<file path="src/rtl/tx_sched_pkg.sv">
// Package: shared phase encoding for the transmit scheduler.
// Assumes: one scheduler phase register per controller.
package tx_sched_pkg;

    typedef enum logic [1:0] {
        PH_IDLE   = 2'd0,   // bus idle, window open
        PH_FRAME  = 2'd1,   // frame on bus before CRC, window closed
        PH_WINDOW = 2'd2,   // CRC reached, window open until next start
        PH_HOLD   = 2'd3    // after abort, waiting for recovery
    } sched_phase_e;

    // True when the phase permits (re)selection of the pick.
    function automatic logic phase_open(input sched_phase_e ph);
        return (ph == PH_IDLE) || (ph == PH_WINDOW);
    endfunction

endpackage

</file>
<file path="src/rtl/txs_min_search.sv">
// Module: combinational minimum search over composite transmit keys.
// Each candidate key is {priority field, buffer number}; smallest wins.
// Assumes: buffer numbers fit in IDX_W bits, so keys are unique.
module txs_min_search #(
    parameter int NUM_BUF = 15,
    parameter int PRI_W   = 4,
    parameter int IDX_W   = 4
) (
    input  logic [NUM_BUF-1:0]       cand_i,
    input  logic [NUM_BUF*PRI_W-1:0] pri_i,
    output logic                     win_vld_o,
    output logic [IDX_W-1:0]         win_idx_o
);

    localparam int KEY_W = PRI_W + IDX_W;

    logic [KEY_W-1:0] key [NUM_BUF];

    // Build one composite key per buffer.
    generate
        for (genvar g = 0; g < NUM_BUF; g++) begin : g_key
            assign key[g] = {pri_i[g*PRI_W +: PRI_W], IDX_W'(g)};
        end
    endgenerate

    // Scan candidates and keep the smallest key seen.
    always_comb begin
        logic [KEY_W-1:0] best_key;
        best_key  = '1;
        win_vld_o = 1'b0;
        win_idx_o = '0;
        for (int i = 0; i < NUM_BUF; i++) begin
            if (cand_i[i] && (!win_vld_o || key[i] < best_key)) begin
                win_vld_o = 1'b1;
                best_key  = key[i];
                win_idx_o = IDX_W'(i);
            end
        end
    end

endmodule

</file>
<file path="src/rtl/txs_phase_ctrl.sv">
// Module: bus-phase tracker for the scheduler window.
// Turns bit-engine strobes into the accepted start/end/abort events and
// the open/closed state of the selection window.
// Assumes: strobes are single-cycle; abort outranks every other strobe.
module txs_phase_ctrl
    import tx_sched_pkg::*;
(
    input  logic clk,
    input  logic rst_n,
    input  logic frame_start_i,
    input  logic crc_start_i,
    input  logic frame_end_i,
    input  logic tx_abort_i,
    input  logic recover_done_i,
    input  logic pick_vld_i,
    input  logic next_pick_vld_i,
    output logic win_open_o,
    output logic abort_acc_o,
    output logic start_acc_o,
    output logic end_acc_o
);

    sched_phase_e phase_q, phase_d;

    // Qualify the strobes against the present phase.
    always_comb begin
        win_open_o  = phase_open(phase_q);
        abort_acc_o = tx_abort_i && (phase_q == PH_FRAME || phase_q == PH_WINDOW);
        start_acc_o = !abort_acc_o && frame_start_i && pick_vld_i && win_open_o;
        end_acc_o   = !abort_acc_o && !start_acc_o && frame_end_i &&
                      (phase_q == PH_WINDOW);
    end

    // Next-phase decision.
    always_comb begin
        phase_d = phase_q;
        if (abort_acc_o) begin
            phase_d = PH_HOLD;
        end else if (start_acc_o) begin
            phase_d = PH_FRAME;
        end else begin
            unique case (phase_q)
                PH_FRAME:  if (crc_start_i)    phase_d = PH_WINDOW;
                PH_HOLD:   if (recover_done_i) phase_d = PH_IDLE;
                PH_WINDOW: if (end_acc_o && !next_pick_vld_i) phase_d = PH_IDLE;
                default:   phase_d = phase_q;
            endcase
        end
    end

    // Phase register with synchronous reset to idle.
    always_ff @(posedge clk) begin
        if (!rst_n) phase_q <= PH_IDLE;
        else        phase_q <= phase_d;
    end

endmodule

</file>
<file path="src/rtl/txs_slot_regs.sv">
// Module: holds the scheduled (pick) and on-bus (current) buffer slots,
// and issues override and start pulses to the buffer state machines.
// Assumes: the accepted events come from txs_phase_ctrl, one per cycle.
module txs_slot_regs #(
    parameter int NUM_BUF = 15,
    parameter int IDX_W   = 4
) (
    input  logic               clk,
    input  logic               rst_n,
    input  logic [NUM_BUF-1:0] req_i,
    input  logic               win_open_i,
    input  logic               abort_acc_i,
    input  logic               start_acc_i,
    input  logic               end_acc_i,
    input  logic               win_vld_i,
    input  logic [IDX_W-1:0]   win_idx_i,
    output logic               pick_vld_o,
    output logic [IDX_W-1:0]   pick_idx_o,
    output logic               cur_vld_o,
    output logic [IDX_W-1:0]   cur_idx_o,
    output logic [NUM_BUF-1:0] cur_mask_o,
    output logic [NUM_BUF-1:0] busy_o,
    output logic [NUM_BUF-1:0] ovr_o,
    output logic               start_o
);

    logic [NUM_BUF-1:0] pick_mask;
    logic               pick_vld_d, cur_vld_d, start_d;
    logic [IDX_W-1:0]   pick_idx_d, cur_idx_d;
    logic [NUM_BUF-1:0] ovr_d;
    logic               pick_still_req;

    // Decode the two slots into per-buffer masks.
    generate
        for (genvar g = 0; g < NUM_BUF; g++) begin : g_mask
            assign pick_mask[g]  = pick_vld_o && (pick_idx_o == IDX_W'(g));
            assign cur_mask_o[g] = cur_vld_o  && (cur_idx_o  == IDX_W'(g));
        end
    endgenerate

    assign busy_o         = pick_mask | cur_mask_o;
    assign pick_still_req = |(pick_mask & req_i);

    // Next values of both slots and the pulse outputs.
    always_comb begin
        pick_vld_d = pick_vld_o;
        pick_idx_d = pick_idx_o;
        cur_vld_d  = cur_vld_o;
        cur_idx_d  = cur_idx_o;
        ovr_d      = '0;
        start_d    = 1'b0;
        if (abort_acc_i) begin
            ovr_d      = busy_o;
            pick_vld_d = 1'b0;
            cur_vld_d  = 1'b0;
        end else if (start_acc_i) begin
            start_d    = 1'b1;
            cur_vld_d  = 1'b1;
            cur_idx_d  = pick_idx_o;
            pick_vld_d = 1'b0;
        end else begin
            if (win_open_i) begin
                if (pick_still_req && (!win_vld_i || win_idx_i != pick_idx_o))
                    ovr_d = pick_mask;
                pick_vld_d = win_vld_i;
                pick_idx_d = win_vld_i ? win_idx_i : pick_idx_o;
            end
            if (end_acc_i) cur_vld_d = 1'b0;
        end
    end

    // Slot and pulse registers.
    always_ff @(posedge clk) begin
        if (!rst_n) begin
            pick_vld_o <= 1'b0;
            pick_idx_o <= '0;
            cur_vld_o  <= 1'b0;
            cur_idx_o  <= '0;
            ovr_o      <= '0;
            start_o    <= 1'b0;
        end else begin
            pick_vld_o <= pick_vld_d;
            pick_idx_o <= pick_idx_d;
            cur_vld_o  <= cur_vld_d;
            cur_idx_o  <= cur_idx_d;
            ovr_o      <= ovr_d;
            start_o    <= start_d;
        end
    end

endmodule

</file>
<file path="src/rtl/tx_sched_top.sv">
// Module: CAN transmit scheduler top.
// Chooses the next buffer by smallest {priority, number} key during the
// selection window and hands it to the buffer state machines.
// Assumes: bit-engine strobes are single-cycle and synchronous to clk.
module tx_sched_top #(
    parameter int NUM_BUF = 15,
    parameter int PRI_W   = 4,
    parameter int IDX_W   = 4
) (
    input  logic                     clk,
    input  logic                     rst_n,
    input  logic [NUM_BUF-1:0]       req_i,
    input  logic [NUM_BUF*PRI_W-1:0] txpri_i,
    input  logic                     frame_start_i,
    input  logic                     crc_start_i,
    input  logic                     frame_end_i,
    input  logic                     tx_abort_i,
    input  logic                     recover_done_i,
    output logic                     pick_vld_o,
    output logic [IDX_W-1:0]         pick_idx_o,
    output logic                     cur_vld_o,
    output logic [IDX_W-1:0]         cur_idx_o,
    output logic [NUM_BUF-1:0]       busy_o,
    output logic [NUM_BUF-1:0]       ovr_o,
    output logic                     start_o,
    output logic                     win_open_o
);

    logic [NUM_BUF-1:0] cur_mask;
    logic [NUM_BUF-1:0] cand;
    logic               win_vld;
    logic [IDX_W-1:0]   win_idx;
    logic               abort_acc, start_acc, end_acc;

    // The buffer on the bus never competes for the next slot.
    assign cand = req_i & ~cur_mask;

    txs_min_search #(
        .NUM_BUF (NUM_BUF),
        .PRI_W   (PRI_W),
        .IDX_W   (IDX_W)
    ) u_search (
        .cand_i    (cand),
        .pri_i     (txpri_i),
        .win_vld_o (win_vld),
        .win_idx_o (win_idx)
    );

    txs_phase_ctrl u_phase (
        .clk             (clk),
        .rst_n           (rst_n),
        .frame_start_i   (frame_start_i),
        .crc_start_i     (crc_start_i),
        .frame_end_i     (frame_end_i),
        .tx_abort_i      (tx_abort_i),
        .recover_done_i  (recover_done_i),
        .pick_vld_i      (pick_vld_o),
        .next_pick_vld_i (win_vld),
        .win_open_o      (win_open_o),
        .abort_acc_o     (abort_acc),
        .start_acc_o     (start_acc),
        .end_acc_o       (end_acc)
    );

    txs_slot_regs #(
        .NUM_BUF (NUM_BUF),
        .IDX_W   (IDX_W)
    ) u_slots (
        .clk         (clk),
        .rst_n       (rst_n),
        .req_i       (req_i),
        .win_open_i  (win_open_o),
        .abort_acc_i (abort_acc),
        .start_acc_i (start_acc),
        .end_acc_i   (end_acc),
        .win_vld_i   (win_vld),
        .win_idx_i   (win_idx),
        .pick_vld_o  (pick_vld_o),
        .pick_idx_o  (pick_idx_o),
        .cur_vld_o   (cur_vld_o),
        .cur_idx_o   (cur_idx_o),
        .cur_mask_o  (cur_mask),
        .busy_o      (busy_o),
        .ovr_o       (ovr_o),
        .start_o     (start_o)
    );

endmodule

</file>
<file path="config.mk">
export PLATFORM = sky130hd
export DESIGN_NAME = tx_sched_top
export DESIGN_NICKNAME = d
export VERILOG_FILES = /design/src/rtl/tx_sched_pkg.sv /design/src/rtl/txs_min_search.sv /design/src/rtl/txs_phase_ctrl.sv /design/src/rtl/txs_slot_regs.sv /design/src/rtl/tx_sched_top.sv
export SDC_FILE = /design/constraint.sdc
export NUM_CORES = 1
export LEC_CHECK = 0
export BUFFER_PORTS_ARGS = -buffer_cell sky130_fd_sc_hd__buf_2
export CORE_ASPECT_RATIO = 1.5
export CORE_MARGIN = 2
export CORE_UTILIZATION = 36
export DETAILED_ROUTE_END_ITERATION = 12
export GPL_TIMING_DRIVEN = 0
export PLACE_DENSITY_LB_ADDON = 0.3
export SYNTH_ARGS = -nofsm -noshare
export SYNTH_HDL_FRONTEND = slang
export SYNTH_SLANG_ARGS = --single-unit
</file>
<file path="constraint.sdc">
create_clock -name clk -period 47.7 [get_ports clk]
set_input_delay 7.155 -clock clk [delete_from_list [all_inputs] [get_ports clk]]
set_output_delay 7.155 -clock clk [all_outputs]
set_load 0.02 [all_outputs]
</file>
# After elaboration in Yosys (flattened, before gate mapping)
# Index checks and enable logic that the tools add are counted.
[word_totals]
reg_bits = 28
in_bits = 82
elab_cells = 217
output_inout_bits = 42
[op_classes]
bitwise_logic = 7
reduce_logical = 98
n_mux = 56
order_cmp = 14
n_eq_ne = 35
[ops]
columns = ["operator", "n"]
rows = [
  ["$lt A8 B8 Y1", 14],
  ["$mux W8", 14],
  ["$mux W15", 4],
  ["$eq A4 B4 Y1 const B", 14],
  ["$logic_and A1 B1 Y1", 53],
  ["$eq A4 B3 Y1 const B", 8],
  ["$and A15 B15 Y15", 2],
  ["$mux W4", 7],
  ["$mux W1", 19],
  ["$logic_not A1 Y1", 17],
  ["$logic_or A1 B1 Y1", 17],
  ["$eq A4 B2 Y1 const B", 4],
  ["$not A15 Y15", 1],
  ["$or A15 B15 Y15", 1],
  ["$reduce_or A15 Y1", 1],
  ["$mux W2", 7],
  ["$mux W3", 4],
  ["$ne A4 B4 Y1 const B", 3],
  ["$eq A4 B1 Y1 const B", 2],
  ["$logic_not A4 Y1", 2],
  ["$reduce_and A4 Y1", 2],
  ["$pmux W2 S3", 1],
  ["$reduce_bool A5 Y1", 1],
  ["$eq A2 B2 Y1 const B", 2],
  ["8 further kinds", 10],
]

# Logic depth before layout (Yosys ltp)
# Gate-level depths: netlist (run 1).
[logic_depth]
depth_word = 68
mapped_depth = 127
mapped_depth_nobuf = 125

# Hierarchy
# Synthesis (run 1) repeated with hierarchy kept, for this count alone.
[unflattened]
hier_cells = 680
hier_area_um2 = 5119.9
[by_module_without_submodules]
columns = ["module", "seq_area_each_um2", "cells_each", "n_inst", "area_per_inst_um2"]
rows = [
  ["txs_min_search", 0.0, 466, 1, 3264.4],
  ["txs_slot_regs", 520.5, 170, 1, 1398.8],
  ["txs_phase_ctrl", 40.0, 29, 1, 250.2],
  ["tx_sched_top", 0.0, 15, 1, 206.4],
]

# Worst setup path before layout (run 1)
# No wires, ideal clock.
[synth_path]
path_kind = "input-to-reg"
from = "input port req_i[0]"
to = "register u_slots.ovr_o[10]"
path_slack_ps = 20065
t_required_ps = 47566
arrival_time_ps = 27500
cell_stages = 116
setup_ps = 134
n_path_buf = 1
cell_sequence = "o21ai_4 > nor2_1 > ha_1 > a221o_1 > a21oi_1 > o21a_1 > nor3_1 > a21oi_1 > inv_1 > ha_1 > nand2_1 > a21oi_1 > or2_0 > or3_1 > o21ai_1 > nor2_1 > mux2_2 > inv_1 > [80 not listed] > nand2b_1 > a21oi_1 > a21oi_1 > nor2_1 > inv_1 > nand2_1 > o21ai_0 > ha_1 > o21ai_0 > nand2b_1 > a21oi_1 > nor2b_1 > o21ai_0 > and3_1 > a21oi_1 > xor2_1 > o41ai_4 > o2bb2ai_1"
[synth_via]
elab_chain_len = 65
elab_cells_between_ends = 110
classes_between = "order compare (14); eq/ne (1); mux (47); bitwise (2); reduce/logical (46)"
[synth_rtl]
columns = ["item", "line_no", "text"]
rows = [
  ["start, declared", "tx_sched_top.sv:12", "input logic [NUM_BUF-1:0] req_i,"],
  ["$and A15 B15 Y15", "tx_sched_top.sv:36", "assign cand = req_i & ~cur_mask;"],
  ["$mux W8 or $mux W1 (tied branches)", "txs_min_search.sv:33", "if (cand_i[i] && (!win_vld_o || key[i] < best_key)) begin"],
  ["$lt A8 B8 Y1 or $logic_not A1 Y1 (tied branches)", "txs_min_search.sv:33", ""],
  ["$logic_or A1 B1 Y1", "txs_min_search.sv:33", ""],
  ["$logic_and A1 B1 Y1", "txs_min_search.sv:33", ""],
  ["$mux W8 or $mux W1 (tied branches)", "txs_min_search.sv:33", ""],
  ["$lt A8 B8 Y1 or $logic_not A1 Y1 (tied branches)", "txs_min_search.sv:33", ""],
  ["$logic_or A1 B1 Y1", "txs_min_search.sv:33", ""],
  ["[49 not listed]", "n/a", ""],
  ["$mux W4 or $mux W1 (tied branches)", "txs_min_search.sv:33", ""],
  ["$ne A4 B4 Y1 or $logic_not A1 Y1 (tied branches)", "txs_slot_regs.sv:63", "if (pick_still_req && (!win_vld_i || win_idx_i != pick_idx_o))"],
  ["$logic_or A1 B1 Y1", "txs_slot_regs.sv:63", ""],
  ["$logic_and A1 B1 Y1 *", "txs_slot_regs.sv:63", ""],
  ["$mux W15 *", "txs_slot_regs.sv:63", ""],
  ["$mux W15 *", "txs_slot_regs.sv:62", "if (win_open_i) begin"],
  ["$mux W15 *", "txs_slot_regs.sv:56", "end else if (start_acc_i) begin"],
  ["$mux W15 *", "txs_slot_regs.sv:52", "if (abort_acc_i) begin"],
  ["end signal, assigned", "txs_slot_regs.sv:86", "ovr_o <= ovr_d;"],
  ["end, declared", "txs_slot_regs.sv:23", "output logic [NUM_BUF-1:0] ovr_o,"],
]
# Mark *: on every way between the ends. The rest lies on a longest branch, timed or not.
# A chain may end at the register's enable or synchronous reset.

# Worst setup path in the final report (run 1)
[layout_path]
from = "input port req_i[0]"
to = "register u_slots.ovr_o[1]"
# The elaborated chain is that of the path after synthesis.

==> run metrics, run 1 <==
largest net degree at the start of global routing=17; xor-xnor portion of the synthesized cell area=less than 1%; post-synthesis simple-gate area fraction=28.92%; critical path startpoint category=input pin; peak supply drop=0.02477 mV; Final Non-Filler Cells=956; DRT antenna net count=0; DRC=0; cts hold-fix bufs=0; worst skew pair latency=about 0.27 ns; hold crit path type=reg2reg; #FFs+latches synth=28; Critical Path RT=roughly 48 ns; area grow syn2layout=19.52%; share of the synthesized area in the top cell type=between 10% and 20%; sequential cell area fraction in the yosys report=between 10% and 20%; share of cells above drive strength 1=a little over a fifth; DPL Wire Length=~13 mm; CORE AREA=about 13,000 um2; Comb power frac=a little over four fifths; largest family of logic cells by synthesized area=compound AO/OA/AOI/OAI gates; Gate Count Post-Synth=approximately 670; drt initial violations=about 260; Psw=197.8 uW; die extent in x=approximately 97 um; Worst slew margin=between 10% and 20%; Final period util=66.09%; Num CTS Buffers=3; Port Buffers=121; io pins=about 120; internal power=~160 uW; clock power share=under 10%; sw frac=~55%; Pre-antenna DRT Iters=5; largest cells by area after synthesis=dfxtp_1, ha_1, nand2_1; Crit path largest cell delay=approximately 0.84 ns; Yosys cell types=93; multiplexer share of the synthesized area=5.517%; # Post-CTS Setup Buffers=0; H-tree depth=1; CP max-delay cell=a2111oi_0; Root Buffer=clkbuf_16; Synth Flop Type=dfxtp_1; GPL Wtd Cong=0.9253; placed insts=between 900 and 1,000; initial core utilization=~36%; total power=about 360 uW; static leakage=between 2 and 3 nW; maximum clock rate=between 0.03 and 0.04 GHz; clock buffer depth=2; WL/cell=around 16 um; CTS Sinks=28; Seq pwr share=approximately 8.7%; Compound-Gate Fraction of Synth Area=a little under two fifths; initial antenna violation count=1; status=finished clean; CP Class=in2reg; die area=roughly 14,000 um2; grt ovf=0; Mapped Area=4672 um2; P per Cell Area=about 65 nW/um2; Post-CTS Resized=0; global-route wire length before repair=24.86 mm; Syn Area/Cell=6.963 um2; # setup viols final=0; maximum fanout along the worst path=10; worst-margin pin slew=1.269 ns; clock slew at reported path FFs=0.07 ns; global-route usage over all layers=around a fifth; CTS tree=done; Crit. End Element=register; Syn Nets=789; routed vias/inst=roughly 5.7; area leader, netlist=dfxtp_1; nets=slightly above 900; height of the die=around 140 um; drt total wl=between 15 and 20 mm; fin crit period=about 32 ns; Clock Skews=between 0.002 and 0.003 ns; CP arrival=between 30 and 40 ns; Adder-Cell Fraction of Synth Area=under 10%; RSZ-0062 raised after global routing=false; total of max-cap violations=0; Rows=just over 50; Post-synth EDFFs=0; max-slew violation count=0; Setup TNS Final=0 ns; ys async rst share=0%; Fin. Hold Viols=0; via count=~5,400; vias in the first global route=about 5,100; Ys Warns=0
per-layer routing:
layer	track usage [%]	wire length, um
met1	26.30	6389
met2	39.40	7710
met3	1.994	811
met4	5.560	342
met5	0	0
kinds of logic (layout without fill, tap and decap cells):
| kind of cell | Yosys count | in the layout |
|---|---|---|
| DFF | 28 | 28 |
| other | 0 | 1 |
| AOI/OAI and AO/OA | 235 | 235 |
| muxes | 25 | 25 |
| buffers and inverters | 69 | 194 |
| xor gates and xnor gates | 3 | 3 |
| and+or+nand+nor | 274 | 274 |
| adders and majority gates | 37 | 37 |
worst max-delay path: cells and delay by family:
| kind | cells | cell delay (ns) |
|---|---|---|
| buffers and inverters | 16 | 1.58 |
| multiplexers | 8 | 2.04 |
| XOR/XNOR | 1 | 0.18 |
| AO/OA/AOI/OAI | 54 | 12.95 |
| AND/OR/NAND/NOR | 24 | 4.24 |
| adder cells (fa/ha/maj) | 14 | 3.49 |
state kept, by name (all words and copies together) (netlist names):
name                flops
u_slots.ovr_o          15
u_slots.cur_idx_o       4
u_slots.pick_idx_o      4
u_phase.phase_q         2
u_slots.cur_vld_o       1
u_slots.pick_vld_o      1
u_slots.start_o         1
power by group through the flow:
stage / combinational, mW / clock (mW) / sequential (mW)
detailed placement: 0.302 / 0 / 0.0320
CTS: 0.304 / 0.0252 / 0.0315
global placement: 0.299 / 0 / 0.0319
finish: 0.304 / 0.0252 / 0.0316
global route: 0.341 / 0.0267 / 0.0322
floorplan: 0.235 / 0 / 0.0344
cells in the final DEF (no fill, tap or decap), drive strengths merged, types with 12 or more instances in the layout:
| cell type | instances |
|---|---|
| ha | 36 |
| a31oi | 15 |
| clkbuf | 15 |
| nand3 | 21 |
| nor2 | 53 |
| a21oi | 48 |
| mux2i | 19 |
| buf | 125 |
| dfxtp | 28 |
| nor2b | 16 |
| o21ai | 55 |
| nand2 | 96 |
| inv | 53 |
| and3 | 12 |
| nor3 | 23 |
cells in the mapped netlist, types with 5 or more instances:
| master | count |
|---|---|
| or3_1 | 5 |
| a21o_1 | 8 |
| o21a_1 | 8 |
| a21oi_1 | 48 |
| mux2i_1 | 19 |
| nor3b_1 | 5 |
| o31ai_1 | 6 |
| clkbuf_1 | 12 |
| a211o_1 | 7 |
| nor3_1 | 22 |
| o211ai_1 | 9 |
| a31oi_1 | 15 |
| o21ai_0 | 45 |
| ha_1 | 36 |
| nor2b_1 | 16 |
| mux2_2 | 6 |
| nand2b_1 | 8 |
| and3_1 | 11 |
| inv_1 | 53 |
| nand2_1 | 95 |
| nand3_1 | 20 |
| or2_2 | 6 |
| a211oi_1 | 8 |
| dfxtp_1 | 28 |
| nor2_1 | 53 |
| and2_1 | 8 |
| o2bb2ai_1 | 5 |
| o21ai_1 | 8 |
worst paths after layout:
path / start / end / slack (ns) / depth (start not counted)
worst max-delay path: req_i[0] / u_slots.ovr_o[1]$_SDFF_PN0_ / 16.17 / 117
worst min-delay path: u_slots.cur_vld_o$_SDFFE_PP0P_ / u_slots.cur_vld_o$_SDFFE_PP0P_ / 0.60 / 2
worst max register to register: u_slots.cur_vld_o$_SDFFE_PP0P_ / u_slots.ovr_o[1]$_SDFF_PN0_ / 22.16 / 118
worst min register to register: u_slots.cur_vld_o$_SDFFE_PP0P_ / u_slots.cur_vld_o$_SDFFE_PP0P_ / 0.60 / 2
metrics by stage:
step                      setup slack, ns  cell area [um2]  hold slack, ns  util (%)
after detailed placement            16.09             5477          0.5733     42.70
after global routing                13.73             5584          0.6478     43.54
final                               16.17             5584          0.6003     43.54
after CTS                           16.21             5582          0.5867     43.52
after global placement              16.11             5477          0.5679     42.70
after floorplan                     20.07             4672          0.5793         -
final cells by class:
| class | count | area [um2] |
|---|---|---|
| Sequential cell | 28 | 560.5 |
| Timing Repair Buffer | 121 | 605.6 |
| Tap cell | 159 | 198.9 |
| Fill cell | 1408 | 7242 |
| Multi-Input combinational cell | 574 | 3846 |
| Clock inverter | 1 | 30.03 |
| Buffer | 16 | 66.31 |
| Antenna cell | 1 | 2.502 |
| Clock buffer | 3 | 75.07 |
| Inverter | 53 | 198.9 |
(Power assumes the default switching activity.)
==> run 2: changes to the inputs <==
==> constraint.sdc (replaced) <==
create_clock -name clk -period 30.5 [get_ports clk]
set_input_delay 4.575 -clock clk [delete_from_list [all_inputs] [get_ports clk]]
set_output_delay 4.575 -clock clk [all_outputs]
set_load 0.02 [all_outputs]
==> run metrics, run 2 (synthesized netlist as in run 1, its figures left out) <==
routed vias/inst=between 5 and 6; Reg with most FFs=u_slots.ovr_o; maximum clock rate=approximately 0.035 GHz; Root Buffer=clkbuf_16; cell depth of the worst hold path=2; reg2reg path depth=between 100 and 150; static leakage=between 2 and 3 nW; worst path bufs/invs=16; Setup TNS Final=0 ns; total of max-cap violations=0; dpl cell area=roughly 5500 um2; CP Class=in2reg; clock slew at reported path FFs=about 0.070 ns; vias in the first global route=5,136; share of cells above drive strength 1=21.83%; kind of cell adding the most delay to the critical path=compound AO/OA/AOI/OAI gates; io pins=124; max reg flops=15; setup ws final=2.307 ns; Rows=slightly above 50; HP Start=u_slots.pick_vld_o$_SDFFE_PP0N_; r2r endpoint=u_slots.ovr_o[1]$_SDFF_PN0_; status=finished clean; Crit path largest cell delay=0.55 ns; CP most frequent cell=ha_1; nets=916; CP arrival=28.39 ns; Final period util=between 90 and 100%; DPL Wire Length=12.88 mm; global-route wire length before repair=roughly 25 mm; maximum fanout along the worst path=10; CTS Sinks=28; hold crit path type=reg2reg; Worst slew margin=roughly 14%; R2R setup slack=approximately 5.7 ns; WL/cell=roughly 16 um; global-route usage over all layers=between 20% and 30%; Critical Path RT=between 30 and 40 ns; WHS Endpoint=u_slots.pick_vld_o$_SDFFE_PP0N_; peak supply drop=approximately 0.039 mV; Fillers=between 1,000 and 1,500; Final Core Density=between 40% and 50%; design area=5609 um2; drt total wl=15.35 mm; critical path startpoint category=input pin; fin crit period=28.19 ns; Pre-antenna DRT Iters=5; Port Buffers=121; grt ovf=0; CORE AREA=12,830 um2; top flop regs=u_slots.ovr_o x15, u_slots.cur_idx_o x4, u_slots.pick_idx_o x4; multi-input logic area=just under 4000 um2; Crit. End Element=register; clock buffer depth=2; WP depth=~120; H-tree depth=1; Setup WS pre-CTS=around 1.5 ns; CTS tree=done; total power=approximately 570 uW; most common cell after layout, fill and taps aside=buf_2; height of the die=143.5 um; via count=about 5,500; Clock Skews=about 0.0027 ns; GPL Wtd Cong=roughly 0.93; DRT antenna net count=0; P per Cell Area=roughly 100 nW/um2; RSZ-0062 raised after global routing=false; Fin. Hold Viols=0; initial core utilization=between 30% and 40%; # setup viols final=0; CP max-delay cell=or4b_4; worst skew pair latency=approximately 0.27 ns; largest net degree at the start of global routing=17; die area=approximately 14,000 um2; worst-margin pin slew=between 1 and 1.5 ns; die extent in x=97.02 um; Num CTS Buffers=3; max-slew violation count=0; r2r startpoint=u_slots.cur_vld_o$_SDFFE_PP0P_; register area=roughly 560 um2; area grow syn2layout=20.06%; initial antenna violation count=1; commonest non-fill, non-tap cells in the layout=buf_2, nand2_1, nor2_1, inv_1, a21oi_1; DRC=0; drt initial violations=around 280
run 2: layer usage:
metal | global-route usage, % | vias to the layer above | part of all wire [%]
li1 | - | 2760 | -
met1 | 26.30 | 2518 | 42
met2 | 39.40 | 158 | 51
met3 | 1.994 | 21 | 4.7
met4 | 5.560 | 0 | 2.0
met5 | 0 | - | 0
run 2: metrics by stage:
stage / hold WS (ns) / cells
floorplan: 0.5793 / 671
global placement: 0.5679 / 951
detailed placement: 0.5733 / 951
CTS: 0.5867 / 955
global route: 0.6478 / 957
finish: 0.5994 / 957
run 2: where the power goes:
group	total, mW	leakage [nW]	switching [mW]	internal (mW)
Combinational	0.480	2.40	0.292	0.189
Clock	0.0396	0.0511	0.0134	0.0262
Sequential	0.0495	0.228	0.00703	0.0425
Total	0.569	2.67	0.312	0.257
run 2: layout make-up:
cell class,instances,area share [%]
Clock buffer,3,1.338
Sequential cell,28,9.993
Inverter,53,3.547
Buffer,16,1.182
Antenna cell,1,0.04461
Multi-Input combinational cell,574,68.88
Clock inverter,1,0.5354
Timing Repair Buffer,122,10.93
Tap cell,159,3.547
run 2: timing repair:
action / in CTS / in global routing
resized for setup: 0 / 4
setup buffers: 0 / 1
hold endpoints to repair: 0 / 0
setup endpoints to repair: 0 / 16
hold buffers: 0 / 0
run 2: worst max path at each step:
stage,start,slack [ns],end
2_1_floorplan,req_i[0],5.45,u_slots.ovr_o[10]$_SDFF_PN0_
3_3_place_gp,req_i[0],1.49,u_slots.ovr_o[1]$_SDFF_PN0_
3_5_place_dp,req_i[0],1.47,u_slots.ovr_o[1]$_SDFF_PN0_
4_1_cts,req_i[0],1.59,u_slots.ovr_o[1]$_SDFF_PN0_
5_1_grt,req_i[0],0.06,u_slots.ovr_o[10]$_SDFF_PN0_
6_report,req_i[0],2.31,u_slots.ovr_o[1]$_SDFF_PN0_
run 2: worst min-delay path, cell delays in order (launching register included):
cell and delay, ns:
dfxtp_1 0.38, nor2_1 0.13, a211oi_1 0.05
==> run 3: changes to the inputs <==
--- a/config.mk
+++ b/config.mk
@@ -5,6 +5,7 @@
 export SDC_FILE = /design/constraint.sdc
 export NUM_CORES = 1
 export LEC_CHECK = 0
+export ABC_AREA = 1
 export BUFFER_PORTS_ARGS = -buffer_cell sky130_fd_sc_hd__buf_2
 export CORE_ASPECT_RATIO = 1.5
 export CORE_MARGIN = 2
==> run metrics, run 3 <==
status=finished clean; Final period util=between 60% and 70%; WL/cell=~12 um; drt total wl=~12 mm; CP max-delay cell=o21ai_0; total of max-cap violations=0; sequential cell area fraction in the yosys report=approximately an eighth; Crit path largest cell delay=0.31 ns; Pre-antenna DRT Iters=5; Fin. Hold Viols=0; worst-margin pin slew=~0.7 ns; Critical Path RT=between 30 and 40 ns; Final Non-Filler Cells=1,055; P per Cell Area=~77 nW/um2; static leakage=2.978 nW; Synth Flop Type=dfxtp_1; most frequent cell after synthesis=nand2_1; Num CTS Buffers=3; kind of cell adding the most delay to the critical path=simple AND/OR/NAND/NOR gates; CTS tree=done; DPL Wire Length=10.76 mm; worst skew pair latency=about 0.27 ns; area grow syn2layout=20.74%; global-route wire length before repair=around 21 mm; die area=approximately 13,000 um2; GPL Wtd Cong=0.9429; placed insts=approximately 1,100; worst path bufs/invs=13; critical path startpoint category=input pin; Gate Count Post-Synth=774; vias in the first global route=about 4,700; io pins=between 100 and 150; most common cell after layout, fill and taps aside=nand2_1; routed vias/inst=4.716; max-slew violation count=0; Final Core Density=between 40 and 50%; CP arrival=20.10 ns; fin crit period=19.91 ns; commonest non-fill, non-tap cells in the layout=nand2_1, inv_1, buf_2, nor2_1, nand3_1; Post-synth EDFFs=0; height of the die=roughly 140 um; drt initial violations=roughly 170; clock slew at reported path FFs=roughly 0.070 ns; Fillers=approximately 1,400; largest net degree at the start of global routing=16; share of cells above drive strength 1=between 20% and 30%; Syn Area/Cell=about 5.6 um2; nets=around 1,000; Mapped Area=4332 um2; share of the synthesized area in the top cell type=18.63%; #FFs+latches synth=28; maximum fanout along the worst path=10; CORE AREA=11,890 um2; hold crit path type=reg2reg; Ys Warns=0; RSZ-0062 raised after global routing=false; Clock Skews=0.005101 ns; initial core utilization=~36%; CTS Sinks=28; Worst slew margin=a little over half; H-tree depth=1; # setup viols final=0; Yosys cell types=between 40 and 50; top flop regs=u_slots.ovr_o x15, u_slots.cur_idx_o x4, u_slots.pick_idx_o x4; cts hold-fix bufs=0; ys async rst share=0%; CP Class=in2reg; max reg flops=15; Reg with most FFs=u_slots.ovr_o; global-route usage over all layers=19.50%; maximum clock rate=about 0.050 GHz; Root Buffer=clkbuf_16; clock buffer depth=2; Crit. End Element=register; peak supply drop=between 0.03 and 0.04 mV; commonest cells in the netlist=nand2_1, inv_1, nor2_1, nand3_1, o21ai_0; CP most frequent cell=nand2_1; die extent in x=between 90 and 100 um; via count=a little under 5,000; initial antenna violation count=1; Port Buffers=123; largest cells by area after synthesis=nand2_1, dfxtp_1, inv_1; area leader, netlist=nand2_1; Rows=49; Setup TNS Final=0 ns; Post-CTS Resized=0; Syn Nets=slightly below 900; DRT antenna net count=0; DRC=0; # Post-CTS Setup Buffers=0; grt ovf=0
run 3: changes by cell type after synthesis, sizes merged, moves of 16 or more:
cell / previous run / this run
inv: 53 / 143
mux2i: 19 / 0
nand2: 96 / 255
nand3: 21 / 78
nor2: 53 / 82
nor2b: 16 / 0
run 3: metal layers:
metal	share of wire [%]	track usage [%]
met1	42	22.61
met2	53	37.49
met3	3.2	1.144
met4	2.4	5.645
met5	0	0
run 3: cell families after synthesis:
family          synth area share, %
simple gates                  46.85
buf+inv                       14.99
compound gates                14.82
fa+ha+maj                     10.40
flops                         12.94
run 3: power by group:
group          switching (mW)  total, mW  internal (mW)
sequential            0.00944     0.0530         0.0435
clock                  0.0130     0.0332         0.0201
combinational           0.206      0.316          0.110
total                   0.228      0.402          0.174
run 3: worst min-delay path: cells and delay by family (launching register included):
family          cells  cell delay, ns
compound gates      1            0.05
flops               1            0.37
simple gates        1            0.09
run 3: metrics by stage:
step	hold WS, ns	total power, mW	setup WS [ns]	area, um2
2_1_floorplan	0.4996	0.3011	12.67	4332
4_1_cts	0.5620	0.4047	10.35	5228
3_5_place_dp	0.5506	0.3702	10.14	5139
6_report	0.5594	0.4020	10.59	5230
3_3_place_gp	0.5394	0.3673	10.21	5139
5_1_grt	0.5806	0.4555	8.430	5230
run 3: path summary, 6_finish.rpt:
| check | startpoint | to | slack [ns] | cells past startpoint |
|---|---|---|---|---|
| worst max-delay path | req_i[0] | u_slots.ovr_o[1]$_SDFF_PN0_ | 10.59 | 126 |
| worst min-delay path | u_phase.phase_q[0]$_SDFFE_PN0P_ | u_phase.phase_q[0]$_SDFFE_PN0P_ | 0.56 | 2 |
| worst max register to register | u_slots.cur_idx_o[0]$_SDFFE_PN0P_ | u_slots.ovr_o[1]$_SDFF_PN0_ | 14.31 | 127 |
| worst min register to register | u_phase.phase_q[0]$_SDFFE_PN0P_ | u_phase.phase_q[0]$_SDFFE_PN0P_ | 0.56 | 2 |
run 3: final cells by class:
class                      instances  area, um2  area share [%]
inverter                         148      570.5           10.91
buffer                            10      78.83           1.507
multi-input combinational        588       3122           59.69
timing repair buffer             123      615.6           11.77
antenna                            1      2.502         0.04785
tap                              153      191.4           3.660
clock buffer                       4      88.84           1.699
sequential                        28      560.5           10.72
